[config.mk]
export PLATFORM = sky130hd
export DESIGN_NAME = strip_seq
export DESIGN_NICKNAME = d
export VERILOG_FILES = /design/src/rtl/strip_seq_pkg.sv /design/src/rtl/strip_loop_ctr.sv /design/src/rtl/strip_lane_mask.sv /design/src/rtl/strip_index_gen.sv /design/src/rtl/strip_seq.sv
export SDC_FILE = /design/constraint.sdc
export NUM_CORES = 1
export LEC_CHECK = 0
export BUFFER_PORTS_ARGS = -buffer_cell sky130_fd_sc_hd__buf_2
export CORE_AREA = 2 2 79 81
export DETAILED_ROUTE_END_ITERATION = 6
export DIE_AREA = 0 0 81 83
export PLACE_DENSITY = 0.75
export SETUP_SLACK_MARGIN = 0.05
export SLEW_MARGIN = 5
export SYNTH_ARGS = -nofsm -noshare
export SYNTH_HDL_FRONTEND = slang
export SYNTH_SLANG_ARGS = --single-unit
[constraint.sdc]
create_clock -name clk -period 3.48 [get_ports clk]
set_clock_uncertainty 0.05 [all_clocks]
set_input_delay 0.174 -clock clk [delete_from_list [all_inputs] [get_ports clk]]
set_output_delay 0.174 -clock clk [all_outputs]
set_load 0.01 [all_outputs]
[src/rtl/strip_seq_pkg.sv]
package strip_seq_pkg;
  typedef enum logic {
    OP_ELEM = 1'b0,
    OP_MMUL = 1'b1
  } op_class_e;
endpackage

[src/rtl/strip_loop_ctr.sv]
module strip_loop_ctr #(
  parameter int CW = 3
) (
  input  logic          clk,
  input  logic          rst_n,
  input  logic          clr,
  input  logic          adv,
  input  logic [CW-1:0] limit,
  output logic [CW-1:0] count,
  output logic          last
);
  logic [CW-1:0] cnt_q, cnt_d;

  assign last  = (cnt_q == (limit - CW'(1)));
  assign count = cnt_q;

  always_comb begin
    cnt_d = cnt_q;
    if (clr)
      cnt_d = '0;
    else if (adv)
      cnt_d = last ? '0 : cnt_q + CW'(1);
  end

  always_ff @(posedge clk or negedge rst_n) begin
    if (!rst_n)
      cnt_q <= '0;
    else if (clr || adv)
      cnt_q <= cnt_d;
  end


  cnt_range_chk: assert property (@(posedge clk) disable iff (!rst_n)
    adv |-> (cnt_q < limit));
endmodule

[src/rtl/strip_lane_mask.sv]
module strip_lane_mask #(
  parameter int LANES = 4,
  parameter int CW    = 3
) (
  input  logic [CW-1:0]    width,
  input  logic [CW-1:0]    grp,
  output logic [LANES-1:0] mask
);
  localparam int MW = CW + $clog2(LANES) + 1;

  logic [MW-1:0] grp_base;
  assign grp_base = MW'(grp) * MW'(LANES);

  for (genvar l = 0; l < LANES; l++) begin : g_lane
    assign mask[l] = (grp_base + MW'(l)) < MW'(width);
  end
endmodule

[src/rtl/strip_index_gen.sv]
module strip_index_gen #(
  parameter int LANES = 4,
  parameter int CW    = 3,
  parameter int RW    = 4,
  parameter int ESH   = 4,
  parameter int IW    = RW + ESH
) (
  input  logic          mmul,
  input  logic [CW-1:0] row,
  input  logic [CW-1:0] grp,
  input  logic [CW-1:0] kk,
  input  logic [CW-1:0] width,
  input  logic [CW-1:0] dim,
  input  logic [RW-1:0] dst_reg,
  input  logic [RW-1:0] a_reg,
  input  logic [RW-1:0] b_reg,
  output logic [IW-1:0] dst_idx,
  output logic [IW-1:0] a_idx,
  output logic [IW-1:0] b_idx
);
  logic [IW-1:0] col_off, ew_off, a_off, b_off;

  always_comb begin
    col_off = IW'(grp) * IW'(LANES);
    ew_off  = IW'(row) * IW'(width) + col_off;
    if (mmul) begin
      a_off = IW'(row) * IW'(dim) + IW'(kk);
      b_off = IW'(kk) * IW'(width) + col_off;
    end else begin
      a_off = ew_off;
      b_off = ew_off;
    end
    dst_idx = {dst_reg, {ESH{1'b0}}} + ew_off;
    a_idx   = {a_reg, {ESH{1'b0}}} + a_off;
    b_idx   = {b_reg, {ESH{1'b0}}} + b_off;
  end
endmodule

[src/rtl/strip_seq.sv]
module strip_seq #(
  parameter int LANES = 4,
  parameter int CW    = 3,
  parameter int RW    = 4,
  parameter int ELEMS = 16,
  parameter int ESH   = $clog2(ELEMS),
  parameter int IW    = RW + ESH
) (
  input  logic             clk,
  input  logic             rst_n,
  input  logic             start,
  input  logic             op_mmul,
  input  logic [CW-1:0]    strip_cnt,
  input  logic [CW-1:0]    strip_width,
  input  logic [CW-1:0]    dim_cnt,
  input  logic [RW-1:0]    dst_reg,
  input  logic [RW-1:0]    src_a_reg,
  input  logic [RW-1:0]    src_b_reg,
  output logic             busy,
  output logic             done,
  output logic [LANES-1:0] lane_en,
  output logic             accumulate,
  output logic [IW-1:0]    dst_idx,
  output logic [IW-1:0]    src_a_idx,
  output logic [IW-1:0]    src_b_idx
);
  import strip_seq_pkg::*;

  op_class_e     cls_q;
  logic [CW-1:0] s_q, w_q, d_q;
  logic [RW-1:0] dr_q, ar_q, br_q;
  logic          busy_q, busy_d, done_q, done_d;

  logic          accept, zero_cfg;
  logic [CW:0]   w_round;
  logic [CW-1:0] grp_lim, k_lim;
  logic [CW-1:0] i_cnt, g_cnt, k_cnt;
  logic          i_last, g_last, k_last, step_last;
  logic [LANES-1:0] mask;

  assign accept   = start && !busy_q;
  assign zero_cfg = (strip_cnt == '0) || (strip_width == '0) ||
                    (op_mmul && (dim_cnt == '0));

  assign w_round = {1'b0, w_q} + (CW+1)'(LANES - 1);
  assign grp_lim = CW'(w_round / (CW+1)'(LANES));
  assign k_lim   = (cls_q == OP_MMUL) ? d_q : CW'(1);

  strip_loop_ctr #(.CW(CW)) i_k_ctr (
    .clk(clk), .rst_n(rst_n), .clr(accept), .adv(busy_q),
    .limit(k_lim), .count(k_cnt), .last(k_last));

  strip_loop_ctr #(.CW(CW)) i_g_ctr (
    .clk(clk), .rst_n(rst_n), .clr(accept), .adv(busy_q && k_last),
    .limit(grp_lim), .count(g_cnt), .last(g_last));

  strip_loop_ctr #(.CW(CW)) i_i_ctr (
    .clk(clk), .rst_n(rst_n), .clr(accept), .adv(busy_q && k_last && g_last),
    .limit(s_q), .count(i_cnt), .last(i_last));

  assign step_last = k_last && g_last && i_last;

  strip_lane_mask #(.LANES(LANES), .CW(CW)) i_mask (
    .width(w_q), .grp(g_cnt), .mask(mask));

  strip_index_gen #(.LANES(LANES), .CW(CW), .RW(RW), .ESH(ESH), .IW(IW)) i_idx (
    .mmul(cls_q == OP_MMUL), .row(i_cnt), .grp(g_cnt), .kk(k_cnt),
    .width(w_q), .dim(d_q), .dst_reg(dr_q), .a_reg(ar_q), .b_reg(br_q),
    .dst_idx(dst_idx), .a_idx(src_a_idx), .b_idx(src_b_idx));

  always_comb begin
    busy_d = busy_q;
    if (accept && !zero_cfg)
      busy_d = 1'b1;
    else if (busy_q && step_last)
      busy_d = 1'b0;
    done_d = (accept && zero_cfg) || (busy_q && step_last);
  end

  always_ff @(posedge clk or negedge rst_n) begin
    if (!rst_n) begin
      busy_q <= 1'b0;
      done_q <= 1'b0;
    end else begin
      busy_q <= busy_d;
      done_q <= done_d;
    end
  end

  always_ff @(posedge clk or negedge rst_n) begin
    if (!rst_n) begin
      cls_q <= OP_ELEM;
      s_q   <= '0;
      w_q   <= '0;
      d_q   <= '0;
      dr_q  <= '0;
      ar_q  <= '0;
      br_q  <= '0;
    end else if (accept) begin
      cls_q <= op_mmul ? OP_MMUL : OP_ELEM;
      s_q   <= strip_cnt;
      w_q   <= strip_width;
      d_q   <= dim_cnt;
      dr_q  <= dst_reg;
      ar_q  <= src_a_reg;
      br_q  <= src_b_reg;
    end
  end

  assign busy       = busy_q;
  assign done       = done_q;
  assign lane_en    = busy_q ? mask : '0;
  assign accumulate = busy_q && (cls_q == OP_MMUL) && (k_cnt != '0);


  done_pulse_chk: assert property (@(posedge clk) disable iff (!rst_n)
    (done && !start) |=> !done);


  busy_done_excl_chk: assert property (@(posedge clk) disable iff (!rst_n)
    !(busy && done));


  lane_idle_chk: assert property (@(posedge clk) disable iff (!rst_n)
    !busy |-> (lane_en == '0));


  lane_first_chk: assert property (@(posedge clk) disable iff (!rst_n)
    busy |-> lane_en[0]);


  acc_busy_chk: assert property (@(posedge clk) disable iff (!rst_n)
    accumulate |-> busy);


  cfg_hold_chk: assert property (@(posedge clk) disable iff (!rst_n)
    busy |=> ($stable(s_q) && $stable(w_q) && $stable(d_q) && $stable(cls_q)));
endmodule

# [After elaboration in Yosys (flattened, before gate mapping)]
# Cells that the tools add are included.
[word_totals] ff_bits=33 out_inout_bits=31 wordCells=84
[classes] addsub=16 mul=3 magnitude_cmp=4 eq_ne=3 muxes=16 n_reduce_logical=30
[ops] cell="3-bit two-way mux" count=10
[ops] cell="8-bit adder" count=3
[ops] cell="6-bit by 3-bit less-than comparator with 1-bit output" count=3
[ops] cell="3-bit by 3-bit multiplier with 6-bit output" count=3
[ops] cell="8-bit two-way mux" count=2
[ops] cell="6-bit by 5-bit adder with 7-bit output" count=2
[ops] cell="5-bit by 2-bit adder with 6-bit output (second input constant)" count=2
[ops] cell="1-bit logical AND" count=11
[ops] cell="3-bit by 1-bit adder with 3-bit output (second input constant)" count=3
[ops] cell="3-bit equality test" count=3
[ops] cell="3-bit logical NOT" count=3
[ops] cell="2-bit nonzero test" count=4
[ops] cell="6-bit by 3-bit adder with 7-bit output" count=1
[ops] cell="5-bit by 1-bit adder with 6-bit output (second input constant)" count=1
[ops] cell="1-bit logical OR" count=6
[ops] cell="2-bit AND reduction" count=3
[ops] cell="3-bit by 1-bit subtractor with 3-bit output (second input constant)" count=2
[ops] cell="5-bit by 3-bit less-than comparator with 1-bit output" count=1
[ops] cell="3-bit by 2-bit adder with 4-bit output (second input constant)" count=1
[ops] cell="4-bit two-way mux" count=1
[ops] cell="1-bit two-way mux" count=3
[ops] cell="3-bit nonzero test" count=1
[ops] cell="2-bit by 1-bit subtractor with 3-bit output (second input constant)" count=1
[ops] cell="1-bit logical NOT" count=2

# [Logic depth before layout (Yosys ltp)]
# Gate-level depths: netlist of the first run.
[logic_depth] word_depth=8 ltp_mapped=16 depth_no_buf=15

# [Hierarchy]
# Synthesis of the first run repeated with hierarchy kept, for this count alone.
[hier_totals] hier_cells=312 area_unflattened_um2=3220.6
[modules_own_cells] mod="strip_index_gen" n_inst=1 cells_per_inst=159 area_each_um2=1293.7 seq_area_each_um2=0.0
[modules_own_cells] mod="strip_seq" n_inst=1 cells_per_inst=72 area_each_um2=1113.6 seq_area_each_um2=600.6
[modules_own_cells] mod="strip_loop_ctr" n_inst=3 cells_per_inst=23 area_each_um2=242.7 seq_area_each_um2=75.1
[modules_own_cells] mod="strip_lane_mask" n_inst=1 cells_per_inst=12 area_each_um2=85.1 seq_area_each_um2=0.0

# [Least setup slack after synthesis of the first run]
# Ideal clock, no wire load.
[synth_path] path_kind="reg2out" startpoint="register i_i_ctr.cnt_q[0] (netlist: i_i_ctr.count[0])" endpoint="output port src_a_idx[7]" arrival_ns=3.498 t_required_ns=3.256 slack_ns=-0.242 path_stages_with_launch=15 n_path_buf=1 path_cell_list="dfrtp_1 > buf_2 > nand2_1 > fa_1 > inv_1 > fa_1 > fa_1 > a21o_1 > a21oi_1 > xor2_1 > a21oi_1 > ha_1 > a21o_1 > a21oi_1 > xnor2_1"
[synth_via] elab_chain_len=4 word_cells_on_any_way=6
[synth_rtl] element="from (decl)" line="strip_loop_ctr.sv:12" source="logic [CW-1:0] cnt_q, cnt_d;"
[synth_rtl] element="from (signal assigned)" line="strip_loop_ctr.sv:29" source="cnt_q <= cnt_d;"
[synth_rtl] element="3-bit by 3-bit multiplier with 6-bit output (on tied branches)" line="strip_index_gen.sv:25, strip_index_gen.sv:27"
[synth_rtl] element="6-bit by 5-bit adder with 7-bit output or 6-bit by 3-bit adder with 7-bit output (tied branches)" line="strip_index_gen.sv:25, strip_index_gen.sv:27"
[synth_rtl] element="8-bit two-way mux *" line="strip_index_gen.sv:26" source="if (mmul) begin"
[synth_rtl] element="8-bit adder *" line="strip_index_gen.sv:34" source="a_idx = {a_reg, {ESH{1'b0}}} + a_off;"
[synth_rtl] element="to (decl)" line="strip_seq.sv:24" source="output logic [IW-1:0] src_a_idx,"
# Mark *: on every way between the ends. The rest lies on a longest branch, timed or not.

# [Worst setup path after layout of the first run]
# Ends and elaborated chain as after synthesis.

==> results of run 1 <==
==> Yosys cell counts, drive strengths merged (3+ instances only) <==
| cell type | count |
|---|---|
| a21oi | 16 |
| ha | 36 |
| o21ai | 13 |
| inv | 35 |
| clkbuf | 6 |
| buf | 6 |
| xnor2 | 14 |
| nor3 | 5 |
| a21o | 5 |
| mux2 | 4 |
| nand2 | 82 |
| fa | 16 |
| nand3 | 4 |
| nor2 | 13 |
| nand2b | 3 |
| and2 | 11 |
| dfrtp | 33 |
| xor2 | 10 |
==> final cells by class <==
type	instances	area (µm²)
multi-input cells	256	2096
fillers	475	1949
flip-flops and latches	33	829.5
repair buffers	92	595.6
inverters	35	131.4
well taps	75	93.84
clock buffers	6	82.58
clock inverters	2	37.54
==> metrics by stage <==
stage                     instance area (µm²)  hold WS (ps)  setup TNS [ps]
after CTS                                3735         20.54           -2786
after global placement                   3483         232.8          -264.6
final                                    3866         27.10           -2362
after detailed placement                 3483         237.1          -848.5
after floorplan                          2985        -171.6               0
after global routing                     3866         41.24           -3495
==> kinds of logic (layout without fill, tap and decap cells) <==
| logic type | after synthesis | in the layout |
|---|---|---|
| simple gates | 130 | 130 |
| fa+ha+maj | 52 | 52 |
| buf+inv | 47 | 135 |
| compound gates | 44 | 44 |
| flops | 33 | 33 |
| xor+xnor | 24 | 24 |
| mux | 6 | 6 |
==> timing repair <==
action,CTS,global route
hold buffers,1,0
gates resized for setup,27,27
endpoints found under the hold margin,33,0
setup buffers,5,5
pin swaps,14,25
setup endpoints to repair,10,11
==> per-layer routing <==
layer,up-vias,part of all wire (%),GRT usage [%]
li1,1264,-,-
met1,1265,44,30.54
met3,8,3.0,3.152
met2,58,52,39.22
met5,-,0,0
met4,0,1.2,6.471
==> state kept, by name, indices dropped and copies added, names as in the netlist <==
signal / count
cls_q: 1
busy: 1
s_q: 3
br_q: 4
done: 1
i_i_ctr.count: 3
d_q: 3
w_q: 3
dr_q: 4
i_g_ctr.count: 3
i_k_ctr.count: 3
ar_q: 4
==> how the worst min path moves through the flow <==
stage / depth (start not counted) / from / endpoint
floorplan: 0 / rst_n / ar_q[0]$_DFFE_PN0P_
global placement: 1 / rst_n / dr_q[3]$_DFFE_PN0P_
detailed placement: 1 / rst_n / dr_q[3]$_DFFE_PN0P_
CTS: 3 / dst_reg[2] / dr_q[2]$_DFFE_PN0P_
global route: 3 / dst_reg[2] / dr_q[2]$_DFFE_PN0P_
finish: 3 / dst_reg[2] / dr_q[2]$_DFFE_PN0P_
==> worst max-delay path, delay by kind of cell, from the launching register on <==
kind / cells / cell delay, ps
flops: 1 / 400
fa+ha+maj: 4 / 1670
compound gates: 5 / 700
simple gates: 1 / 80
buf+inv: 2 / 190
xor+xnor: 2 / 310
==> results.md, run 1 <==
* Share of the synthesized area in the top cell type at 28.19%
* R2R Path Start: cls_q$_DFFE_PN0P_
* Area Growth Syn to Fin at 31.99%
* Final ANT Viol Nets at 0
* Cell variety after synth at 42
* CP most frequent cell: a21oi_2
* Endpoints failing setup at 9
* Initial Utilization at 50.37%
* CTS max path bufs at 2
* Ant. Diodes at 0
* DRT iter0 DRCs at 132
* Min Tclk post-route at 3865 ps
* Layout Nets at 500
* RSZ-0062 raised after global routing: true
* GRT Util Overall at 23.12%
* Violated checks: negative setup slack
* CTS tree: built
* Hold Vio Cnt, Final at 0
* Post-Synth Simple-Gate Area at 20.42%
* Compound-gate portion of the synthesized area at 8.885%
* Total grt overflow at 0
* Synth area leaders: dfrtp_1 (28%), ha_1 (15%), fa_1 (11%)
* Slowest stage delay, CP at 530 ps
* Arrival @ worst endpoint at 3640 ps
* Dpl cells at 481
* Place WS at -184.2 ps
* Multiplexer share of the synthesized area at 2.221%
* R2r setup slk at 1070 ps
* Routed vias/inst at 5.200
* Period utilization at 111.1%
* Number of global-route vias before repair at 2688
* CP Capture Type: output port
* Via count at 2595
* Non-filler cells, final at 499
* Achievable Freq at 258.7 MHz
* Initial DRT Pass Iterations at 4
* H-tree levels at 2
* CTS buffer count at 5
* Utilization after layout at 66.48%
* Main synth FF type: dfrtp_1
* Worst Tran Pin Value at 763.8 ps
* Cell count of the worst reg-to-reg path at 7
* Die Wd at 81 µm
* Fraction of registers with async set/reset at 100.0%
* Max Fanout on Critical Path at 3
* XOR/XNOR share of the synthesized area at 7.176%
* Worst setup endpoint: src_a_idx[7]
* Req. time, crit path at 3260 ps
* Share of layout cells above drive strength 1 at 37.74%
* Synthesized netlist cell count at 336
* Area leader, netlist: dfrtp_1
* Crit path launch: i_i_ctr.count[0]$_DFFE_PN0P_
* Die H at 83 µm
* Final Max Slew Viols at 0
* Rows at 28
* Clock sinks at 33
* Synth Register Bits at 33
* Boundary Pins at 56
* Post-synthesis sequential area ratio at 28.19%
* Worst hold path class: input port to flop
* Post-route setup slack at -385.0 ps
* Kind of start point of the critical path: flop
* Number of synthesis warnings at 0
* Outcome: complete, but fails checks
* Pin count of the biggest net entering global routing at 34
* # DRC at 0
* Synthesized area per cell at 8.717 µm²
* Post-Route WL at 7.448 mm
* Commonest non-fill, non-tap cell in the layout: nand2_1
* CP max stage cell: fa_1
* DIE AREA at 0.006723 mm²
* Routed WL per cell at 14.93 µm
* Port bufs at 55
* Most frequent cells in the layout: nand2_1 (77), buf_2 (51), buf_4 (32)
* Post-Syn Nets at 413
* Post-synth EDFFs at 0
* Initial antenna violation count at 0
* Worst-Skew Late Latency at 290 ps
* Mapped Area at 0.002929 mm²
* CTS Root Cell: clkbuf_8
* HPWL after detailed placement at 5.615 mm
* CORE AREA at 0.005816 mm²
* Max_slew headroom at 49.08%
* Critical path class: flop to output port
* Clock Pin Slew Worst Setup and Hold Paths at 70 ps
* First-pass GRT wire length at 12.19 mm
* Adder-cell area share of the yosys netlist at 26.31%
* Max Cap Violations at 0
* Largest family of logic cells by synthesized area: adder cells
* Crit-path cells: nand2_2 -> fa_1 -> inv_1 -> fa_1 -> fa_2 -> a21o_1 -> a21oi_2 -> xor2_1 -> a21oi_2 -> ha_1 -> a21o_1 -> a21oi_2 -> xnor2_2 -> buf_2
* GP Congestion at 0.8970
* R2R Path End: done$_DFF_PN0_
Power of run 1 is not shown: default switching activity piles up to over one toggle a cycle in this logic, so the estimate is an artifact.
==> inputs of run 2 (changes only) <==
ABC_AREA = 1   (was unset)
CORE_AREA = 2 2 82 84   (was 2 2 79 81)
DIE_AREA = 0 0 84 86   (was 0 0 81 83)
HOLD_SLACK_MARGIN = 0.02   (was unset)
PLACE_DENSITY = 0.74   (was 0.75)
==> results.md, run 2 <==
* Outcome: complete, but fails checks
* Violated checks: negative setup slack
* Endpoints failing setup at 9 (unchanged)
* Clock sinks at 33 (unchanged)
* Crit path launch: i_i_ctr.count[0]$_DFFE_PN0P_
* M1 GR Usage at 26.63% (-3.9 points)
* GRT Util Overall at 21.82% (-1.3 points)
* Worst setup endpoint: src_a_idx[6]
* Kind of start point of the critical path: flop
* Net Sw Power at 1.958 mW
* Post-Route WL at 7.688 mm (+3.2%)
* Seq pwr share at 19.0%
* HPWL after detailed placement at 5.402 mm (-3.8%)
* Crit-path cells: buf_4 -> nand2_2 -> fa_2 -> fa_1 -> inv_2 -> ha_4 -> inv_2 -> fa_2 -> inv_2 -> nor2_4 -> a21oi_2 -> ha_2 -> fa_2 -> xor2_2 -> buf_2
* Max Cap Violations at 0 (unchanged)
* Hold Vio Cnt, Final at 0 (unchanged)
* Boundary Pins at 56 (unchanged)
* Period utilization at 108.9% (-2.2 points)
* Synthesized area per cell at 7.565 µm² (-13%)
* Met2 usage at 39.20% (about the same)
* Final ANT Viol Nets at 0 (unchanged)
* Rows at 29 (+3.6%)
* Cell count of the worst reg-to-reg path at 14 (+7)
* GRT Max-Usage Layer: met2
* R2R Path End: busy$_DFFE_PN0P_
* # DRC at 0 (unchanged)
* Share of layout cells above drive strength 1 at 36.73% (-1.0 points)
* Fraction of registers with async set/reset at 100.0% (unchanged)
* Initial Utilization at 49.53% (-0.83 points)
* CP max stage cell: fa_2
* Achievable Freq at 263.9 MHz (+2.0%)
* RSZ-0062 raised after global routing: true
* CORE AREA at 0.006277 mm² (+7.9%)
* Area leader, netlist: dfrtp_1
* Commonest non-fill, non-tap cell in the layout: nand2_1
* Worst hold path class: input port to flop
* Max Fanout on Critical Path at 3 (unchanged)
* Top-count cell post-synth: nand2_1
* Ant. Diodes at 0 (unchanged)
* Max IR drop VDD at 0.0004740 V
* Area Growth Syn to Fin at 29.58%
* CTS tree: built
* Post-route setup slack at -308.9 ps (+76.11 ps)
* Final Max Slew Viols at 0 (unchanged)
* Worst Tran Pin Value at 764.4 ps (+0.6028 ps)
* Arrival @ worst endpoint at 3560 ps (-80 ps)
* Req. time, crit path at 3260 ps (about the same)
* Die H at 86 µm (+3.6%)
* CTS buffer count at 5 (unchanged)
* Cell variety after synth at 34 (-19%)
* H-tree levels at 2 (unchanged)
* CTS max path bufs at 2 (unchanged)
* CP Capture Type: output port
* Synth Register Bits at 33 (unchanged)
* Met3 GRT Util at 3.080% (-0.072 points)
* Worst-Skew Late Latency at 290 ps (about the same)
* Number of synthesis warnings at 0 (unchanged)
* Number of global-route vias before repair at 2763 (+2.8%)
* Total grt overflow at 0 (unchanged)
* Total power at 3.954 mW
* Initial DRT Pass Iterations at 4 (unchanged)
* Slowest stage delay, CP at 530 ps (about the same)
* Synth top cells by count: nand2_1 (139), inv_1 (68), ha_1 (36), dfrtp_1 (33), nand3_1 (23)
* Main synth FF type: dfrtp_1
* Part of the power in the clock network at 7.4%
* DRT iter0 DRCs at 113 (-14%)
* Routed vias/inst at 5.044 (-3.0%)
* Pleak at 2.264 nW
* Post-synth EDFFs at 0 (unchanged)
* Synth area leaders: dfrtp_1 (27%), nand2_1 (17%), ha_1 (14%)
* Die Wd at 84 µm (+3.7%)
* First-pass GRT wire length at 12.49 mm (+2.5%)
* Initial antenna violation count at 0 (unchanged)
* Port bufs at 55 (unchanged)
* PwrDens at 981.5 mW/mm²
* Combinational Power Share at 73.6%
* Share of the synthesized area in the top cell type at 26.56% (-1.6 points)
* Post-synthesis sequential area ratio at 26.56% (-1.6 points)
* Sw Ratio at 49.53%
* Min Tclk post-route at 3789 ps (-76.11 ps)
* CTS Root Cell: clkbuf_8
* GP Congestion at 0.8494 (-5.3%)
* DIE AREA at 0.007224 mm² (+7.5%)
* Most frequent cells in the layout: nand2_1 (125), inv_1 (58), buf_2 (53)
* Mapped Area at 0.003109 mm² (+6.2%)
* Routed WL per cell at 13.56 µm (-9.2%)
* Int Pwr at 1.996 mW
* Pin count of the biggest net entering global routing at 34 (unchanged)
* Via count at 2860 (+10%)
* Top flop regs: ar_q x4, br_q x4, dr_q x4
* Critical path class: flop to output port
* R2R Path Start: w_q[1]$_DFFE_PN0P_
* R2r setup slk at 1310 ps (+240 ps)
* Synthesized netlist cell count at 411 (+22%)
* Max_slew headroom at 49.04% (about the same)
* Layout Nets at 567 (+13%)
* Clock Pin Slew Worst Setup and Hold Paths at 70 ps (about the same)
* Post-Syn Nets at 488 (+18%)
* Place WS at -229.1 ps (-44.94 ps)
* Hold Crit Depth at 3 (unchanged)
-- run 2: layer usage --
metal | part of all wire [%] | wire length, µm
met2 | 52 | 4014
met3 | 3.9 | 303
met5 | 0 | 0
met1 | 42 | 3193
met4 | 2.3 | 177
-- run 2: power by group through the flow --
stage          sequential [mW]  combinational [mW]  clock (mW)
3_3_place_gp             0.724                2.43           0
3_5_place_dp             0.728                2.50           0
5_1_grt                  0.777                3.25       0.319
4_1_cts                  0.735                2.76       0.299
2_1_floorplan            0.684                1.77           0
6_report                 0.751                2.91       0.293
-- run 2: how the worst min path moves through the flow --
stage                             from  slack (ps)                   to
after floorplan                  rst_n        -170  ar_q[0]$_DFFE_PN0P_
after global placement           rst_n         230  ar_q[3]$_DFFE_PN0P_
after detailed placement         rst_n         240  dr_q[3]$_DFFE_PN0P_
after CTS                 src_a_reg[2]          30  ar_q[2]$_DFFE_PN0P_
after global routing      src_a_reg[2]          30  ar_q[2]$_DFFE_PN0P_
final                     src_b_reg[3]          30  br_q[3]$_DFFE_PN0P_
-- run 2: kinds of logic (layout without fill, tap and decap cells) --
family          after synthesis  in the layout  synth area share, %
simple gates                189            189                25.88
buf+inv                      88            167                12.19
fa+ha+maj                    52             52                24.79
compound gates               34             34                6.359
flops                        33             33                26.56
xor+xnor                     15             15                4.225
-- run 2: timing repair --
item	in CTS	in global routing
hold endpoints to repair	33	0
hold buffers	1	0
pin swaps	25	20
setup buffers	2	4
resized for setup	57	22
cloned	0	0
endpoints found under the setup margin	11	11
-- run 2: cell type report --
| class | count | area (µm²) |
|---|---|---|
| timing repair buffer | 87 | 541.8 |
| clock buffer | 7 | 86.33 |
| multi-input combinational | 290 | 2200 |
| sequential | 33 | 830.8 |
| fill | 518 | 2248 |
| inverter | 73 | 274.0 |
| tap | 77 | 96.34 |
-- run 2: metrics by stage --
stage / util [%] / area (µm²) / setup TNS (ps) / hold WS [ps] / instances
after floorplan: - / 3144 / 0 / -171.6 / 411
after global placement: 57.21 / 3591 / -386.9 / 229.5 / 553
after detailed placement: 57.21 / 3591 / -915.5 / 239.4 / 553
after CTS: 62.23 / 3906 / -2003 / 27.30 / 563
after global routing: 64.18 / 4029 / -3644 / 34.22 / 567
final: 64.18 / 4029 / -2341 / 33.40 / 567
-- run 2: critical path: cells and delay by family, from the launching register on --
family | cells | cell delay, ps
adder cells (fa/ha/maj) | 6 | 2030
XOR/XNOR | 1 | 140
flip-flops | 1 | 400
buffers and inverters | 5 | 470
AO/OA/AOI/OAI | 1 | 50
AND/OR/NAND/NOR | 2 | 190
Note: power is estimated with default switching activity, not from simulation.
